$ cat src/rtl/mmio_dev_regs.sv
module mmio_dev_regs #(
  parameter int          AW   = 16,
  parameter int          DW   = 16,
  parameter int          BW   = 8,
  parameter logic [15:0] BASE = 16'hFF00
) (
  input  logic          clk,
  input  logic          rst_n,
  input  logic [AW-1:0] bus_addr,
  input  logic          bus_wr,
  input  logic [DW-1:0] bus_wdata,
  output logic [DW-1:0] bus_rdata,
  input  logic          in_valid,
  input  logic [BW-1:0] in_data,
  output logic          out_valid,
  output logic [BW-1:0] out_data,
  input  logic          out_ready,
  output logic          irq
);

  localparam logic [AW-1:0] A_RXD = AW'(BASE);
  localparam logic [AW-1:0] A_TXD = AW'(BASE + 16'd2);
  localparam logic [AW-1:0] A_SPD = AW'(BASE + 16'd4);
  localparam logic [AW-1:0] A_RXC = AW'(BASE + 16'd6);
  localparam logic [AW-1:0] A_TXC = AW'(BASE + 16'd8);
  localparam logic [AW-1:0] A_SPC = AW'(BASE + 16'd10);

  logic [DW-1:0] rx_q, tx_q, sp_d_q, sp_c_q;
  logic          rx_full, rx_ovr, tx_go, tx_done;

  wire wr_rxc = bus_wr && (bus_addr == A_RXC);
  wire wr_txc = bus_wr && (bus_addr == A_TXC);
  wire wr_txd = bus_wr && (bus_addr == A_TXD);
  wire rx_clr = wr_rxc && !bus_wdata[0];
  wire tx_busy = tx_go && !tx_done;
  wire tx_hs  = out_valid && out_ready;

  assign out_valid = tx_busy;
  assign out_data  = tx_q[BW-1:0];

  always_ff @(posedge clk) begin
    if (!rst_n) begin
      rx_q    <= '0;
      rx_full <= 1'b0;
      rx_ovr  <= 1'b0;
      irq     <= 1'b0;
    end else begin
      irq <= rx_full;
      if (in_valid && (!rx_full || rx_clr)) begin
        rx_q    <= DW'(in_data);
        rx_full <= 1'b1;
      end else if (rx_clr) begin
        rx_full <= 1'b0;
      end
      if (rx_clr)
        rx_ovr <= 1'b0;
      else if (in_valid && rx_full)
        rx_ovr <= 1'b1;
    end
  end

  always_ff @(posedge clk) begin
    if (!rst_n) begin
      tx_q    <= '0;
      tx_go   <= 1'b0;
      tx_done <= 1'b0;
    end else begin
      if (wr_txd && !tx_busy)
        tx_q <= bus_wdata;
      if (wr_txc && !tx_busy) begin
        tx_go   <= bus_wdata[0];
        tx_done <= 1'b0;
      end else if (tx_hs) begin
        tx_done <= 1'b1;
      end
    end
  end

  always_ff @(posedge clk) begin
    if (!rst_n) begin
      sp_d_q <= '0;
      sp_c_q <= '0;
    end else if (bus_wr) begin
      if (bus_addr == A_SPD) sp_d_q <= bus_wdata;
      if (bus_addr == A_SPC) sp_c_q <= bus_wdata;
    end
  end

  always_comb begin
    bus_rdata = '0;
    case (bus_addr)
      A_RXD: bus_rdata = rx_q;
      A_TXD: bus_rdata = tx_q;
      A_SPD: bus_rdata = sp_d_q;
      A_RXC: bus_rdata = DW'({rx_ovr, 1'b0, rx_full});
      A_TXC: bus_rdata = DW'({tx_done, tx_go});
      A_SPC: bus_rdata = sp_c_q;
      default: bus_rdata = '0;
    endcase
  end

  // cleanup without a new byte drops irq two edges later
  a_r6_irq_release: assert property (@(posedge clk) disable iff (!rst_n)
    (rx_clr && !in_valid) |=> ##1 !irq);

  // a byte offered while full records an overrun
  a_r4_overrun_set: assert property (@(posedge clk) disable iff (!rst_n)
    (in_valid && rx_full && !rx_clr) |=> rx_ovr);

  // stored byte is held while full and not cleaned up
  a_r4_rx_hold: assert property (@(posedge clk) disable iff (!rst_n)
    (rx_full && !rx_clr) |=> $stable(rx_q));

  // accepted start write offers the byte next cycle
  a_r7_start: assert property (@(posedge clk) disable iff (!rst_n)
    (wr_txc && bus_wdata[0] && !out_valid) |=> out_valid);

  // handshake ends the transfer and flags completion
  a_r8_done: assert property (@(posedge clk) disable iff (!rst_n)
    (out_valid && out_ready) |=> (!out_valid && tx_done));

  // output byte stays put during a transfer
  a_r9_tx_lock: assert property (@(posedge clk) disable iff (!rst_n)
    out_valid |=> $stable(out_data));

endmodule

$ cat config.mk
export PLATFORM = sky130hd
export DESIGN_NAME = mmio_dev_regs
export DESIGN_NICKNAME = d
export VERILOG_FILES = /design/src/rtl/mmio_dev_regs.sv
export SDC_FILE = /design/constraint.sdc
export NUM_CORES = 1
export LEC_CHECK = 0
export BUFFER_PORTS_ARGS = -buffer_cell sky130_fd_sc_hd__buf_2
export CAP_MARGIN = 5
export CORE_AREA = 8 8 84 86
export DETAILED_ROUTE_END_ITERATION = 10
export DIE_AREA = 0 0 92 94
export GPL_TIMING_DRIVEN = 0
export PLACE_DENSITY = 0.85
export SLEW_MARGIN = 10
export SYNTH_ARGS = -nofsm -noshare
export SYNTH_HDL_FRONTEND = slang
export SYNTH_SLANG_ARGS = --single-unit
$ cat constraint.sdc
create_clock -name clk -period 2.39 [get_ports clk]
set_input_delay 0 -clock clk [delete_from_list [all_inputs] [get_ports clk]]
set_output_delay 0 -clock clk [all_outputs]
set_load 0.01 [all_outputs]
==> results.py <==
metrics = {
    "outcome": {
        "status": "finished clean",
    },
    "clocking": {
        "h-tree-depth": 3,
        "cts_buffers": 9,
        "cts_tree": "built",
        "path_clk_slew_ns": 0.07,
        "post-cts-setup-buffer-count": 0,
        "clock_path_buffers": 2,
        "root_buffer": "clkbuf_8",
        "clock_latency_ns": 0.34,
        "cts.sinks": 61,
    },
    "timing": {
        "min_period_ns": 2.22,
        "finClkSkew_ns": 0.00741,
        "final-hold-violation-count": 0,
        "setup_violations": 0,
        "slew_headroom": 0.423,
        "worst_slew_pin_slew_ns": 0.863,
        "grt_setup_unrepaired": "no",
        "tns_ns": 0,
        "timing.final.crit_share": 0.929,
        "final_max_slew_viol_count": 0,
        "max_freq_mhz": 450,
    },
    "global_route": {
        "grt-ovfl-total": 0,
        "grt_pass1_vias": 2933,
        "grt_max_degree": 11,
        "grt_pass1_wl_mm": 14.2,
        "grt_usage": 0.205,
        "antenna_found_initial": 0,
    },
    "min_path": {
        "hold_class": "in2reg",
    },
    "power": {
        "power.density_mw_per_mm2": 581,
        "power.internal_mw": 1.75,
        "peakVddDrop_v": 0.000372,
        "p_leak_nw": 1.83,
        "power_frac_comb": 0.080,
        "p_sw_frac": 0.222,
        "pwr-share-seq": 0.461,
        "p_switching_mw": 0.499,
        "clkPwrFrac": 0.459,
    },
    "final_layout": {
        "drive_gt1_frac": 0.242,
        "fin_nets": 478,
        "syn2layout_area_growth_pct": 30.3,
        "fin_util": 0.674,
        "final_cell_mix": "84 x nand2_1, 71 x buf_2, 61 x dfxtp_1",
        "layout_commonest_cell": "nand2_1",
        "antennaDiodeCount": 0,
    },
    "route": {
        "routed_wl_mm": 8.75,
        "dr_total_vias": 2907,
        "drtIter0Drc": 240,
        "drc": 0,
        "firstDrtPassIters": 4,
        "routed_via_density": 5.67,
        "routedWlPerCell_um": 17.1,
        "antenna_left": 0,
    },
    "placed_design": {
        "dpl.hpwl_mm": 6.11,
        "gp_congestion": 0.916,
        "place.port_buffers": 67,
    },
    "die": {
        "fp.dieH_um": 94,
        "initial_core_util": 0.517,
        "io_pins": 71,
        "dieArea_mm2": 0.00865,
        "num_rows": 28,
        "core-area_mm2": 0.00575,
        "die_x_um": 92,
    },
    "run": {
        "maxCapViolations": 0,
    },
    "synth": {
        "postSynthAreaPerCell_um2": 8.98,
        "synth_area_leaders": "dfxtp_1 41%, mux2i_1 20%, nand2_1 11%",
        "synth_fp_nets": 376,
        "yosys_warnings": 0,
        "synth.distinct_cells": 40,
        "seq_area_frac_synth": 0.411,
        "syn_area_mm2": 0.00297,
        "yosys.area.top_type_share": 0.411,
        "synth_cells": 331,
        "yosys_register_bits": 61,
        "yosysTopAreaCell": "dfxtp_1",
    },
    "setup_path": {
        "crit_chain": "buf_2, or4_1, nor4_2, and2_1, buf_2, a221o_1, buf_2",
        "slowest_delay_ns": 0.66,
        "path_max_fanout": 10,
        "path_common_cell": "buf_2",
        "crit_slowest_cell": "nor4_2",
        "path_class": "in2out",
        "crit_arrival_ns": 2.22,
        "cp-start-kind": "input port",
        "cp-end-kind": "primary output",
        "critPathRequiredTime_ns": 2.39,
    },
}
worst max-delay path: cells and delay by family:
kind	cells	cell delay, ns
AOI/OAI and AO/OA	1	0.23
buffers and inverters	3	0.52
and+or+nand+nor	3	1.45
cell usage after synthesis, drive strengths merged:
cell type  instances
a21boi             1
a21o               1
a21oi              1
a221o             10
a31o               1
a31oi              1
a32o               2
and2               5
and3               8
and3b              1
and4               2
buf               17
clkbuf            13
dfxtp             61
inv                2
mux2i             59
nand2             84
nand2b             2
nand3             27
nand3b             1
nand4              6
nand4b             1
nand4bb            1
nor2               4
nor2b              4
nor4               6
nor4b              2
o21a               2
o22ai              2
o2bb2ai            1
or3                2
or4                1
power by group through the flow:
stage / Clock (mW) / Sequential (mW) / Combinational [mW]
after floorplan: 0 / 1.06 / 0.0795
after global placement: 0 / 1.06 / 0.142
after detailed placement: 0 / 1.06 / 0.147
after CTS: 1.04 / 1.04 / 0.178
after global routing: 1.09 / 1.04 / 0.196
final: 1.03 / 1.04 / 0.181
state kept, by name, indices dropped and copies added (netlist names):
| signal | cells |
|---|---|
| sp_d_q | 16 |
| rx_full | 1 |
| rx_ovr | 1 |
| tx_go | 1 |
| tx_q | 16 |
| irq | 1 |
| rx_q | 8 |
| sp_c_q | 16 |
| tx_done | 1 |
metrics by stage:
stage	setup WS [ns]	area [µm²]	cells	hold slack, ns	power (mW)
detailed placement	0.121	3400	473	0.256	1.21
CTS	0.122	3870	513	0.00625	2.25
finish	0.170	3870	513	0.0176	2.25
global placement	0.144	3400	473	0.254	1.20
global route	0.0812	3870	513	0.0228	2.32
floorplan	0.728	2970	331	0.124	1.14
per-layer routing:
| metal | vias up | global-route usage | wire length [µm] |
|---|---|---|---|
| met3 | 28 | 0.0512 | 855 |
| li1 | 1365 | - | - |
| met4 | 0 | 0.113 | 293 |
| met5 | - | 0 | 0 |
| met2 | 147 | 0.343 | 4090 |
| met1 | 1367 | 0.236 | 3510 |
cell type report:
| type | instances | area, µm² |
|---|---|---|
| Inverter | 2 | 7.51 |
| Timing Repair Buffer | 91 | 576 |
| Multi-Input combinational cell | 238 | 1590 |
| Tap cell | 75 | 93.8 |
| Clock buffer | 12 | 155 |
| Sequential cell | 61 | 1220 |
| Fill cell | 469 | 1870 |
| Buffer | 30 | 163 |
| Clock inverter | 4 | 70.1 |
path summary, 6_finish.rpt:
kind                       end  slack [ns]          from  cells after the start
setup / recovery  bus_rdata[0]        0.17   bus_addr[1]                      7
hold / removal         tx_q[2]        0.02  bus_wdata[2]                      3
setup reg to reg      tx_q[13]        0.50       tx_done                      5
hold reg to reg       tx_q[10]        0.46      tx_q[10]                      2
kinds of logic after synthesis:
| logic type | count (synthesis) | share of synthesized area |
|---|---|---|
| AO/OA/AOI/OAI | 22 | 0.0644 |
| AND/OR/NAND/NOR | 157 | 0.269 |
| buffers and inverters | 32 | 0.0572 |
| flip-flops | 61 | 0.411 |
| multiplexers | 59 | 0.199 |
what timing repair did:
action                                  4_1_cts  5_1_grt
hold endpoints to repair                     51        0
hold buffers                                 24        0
gates resized for setup                       0        1
endpoints found under the setup margin        0        8
Power figures use the tool's default switching activity.
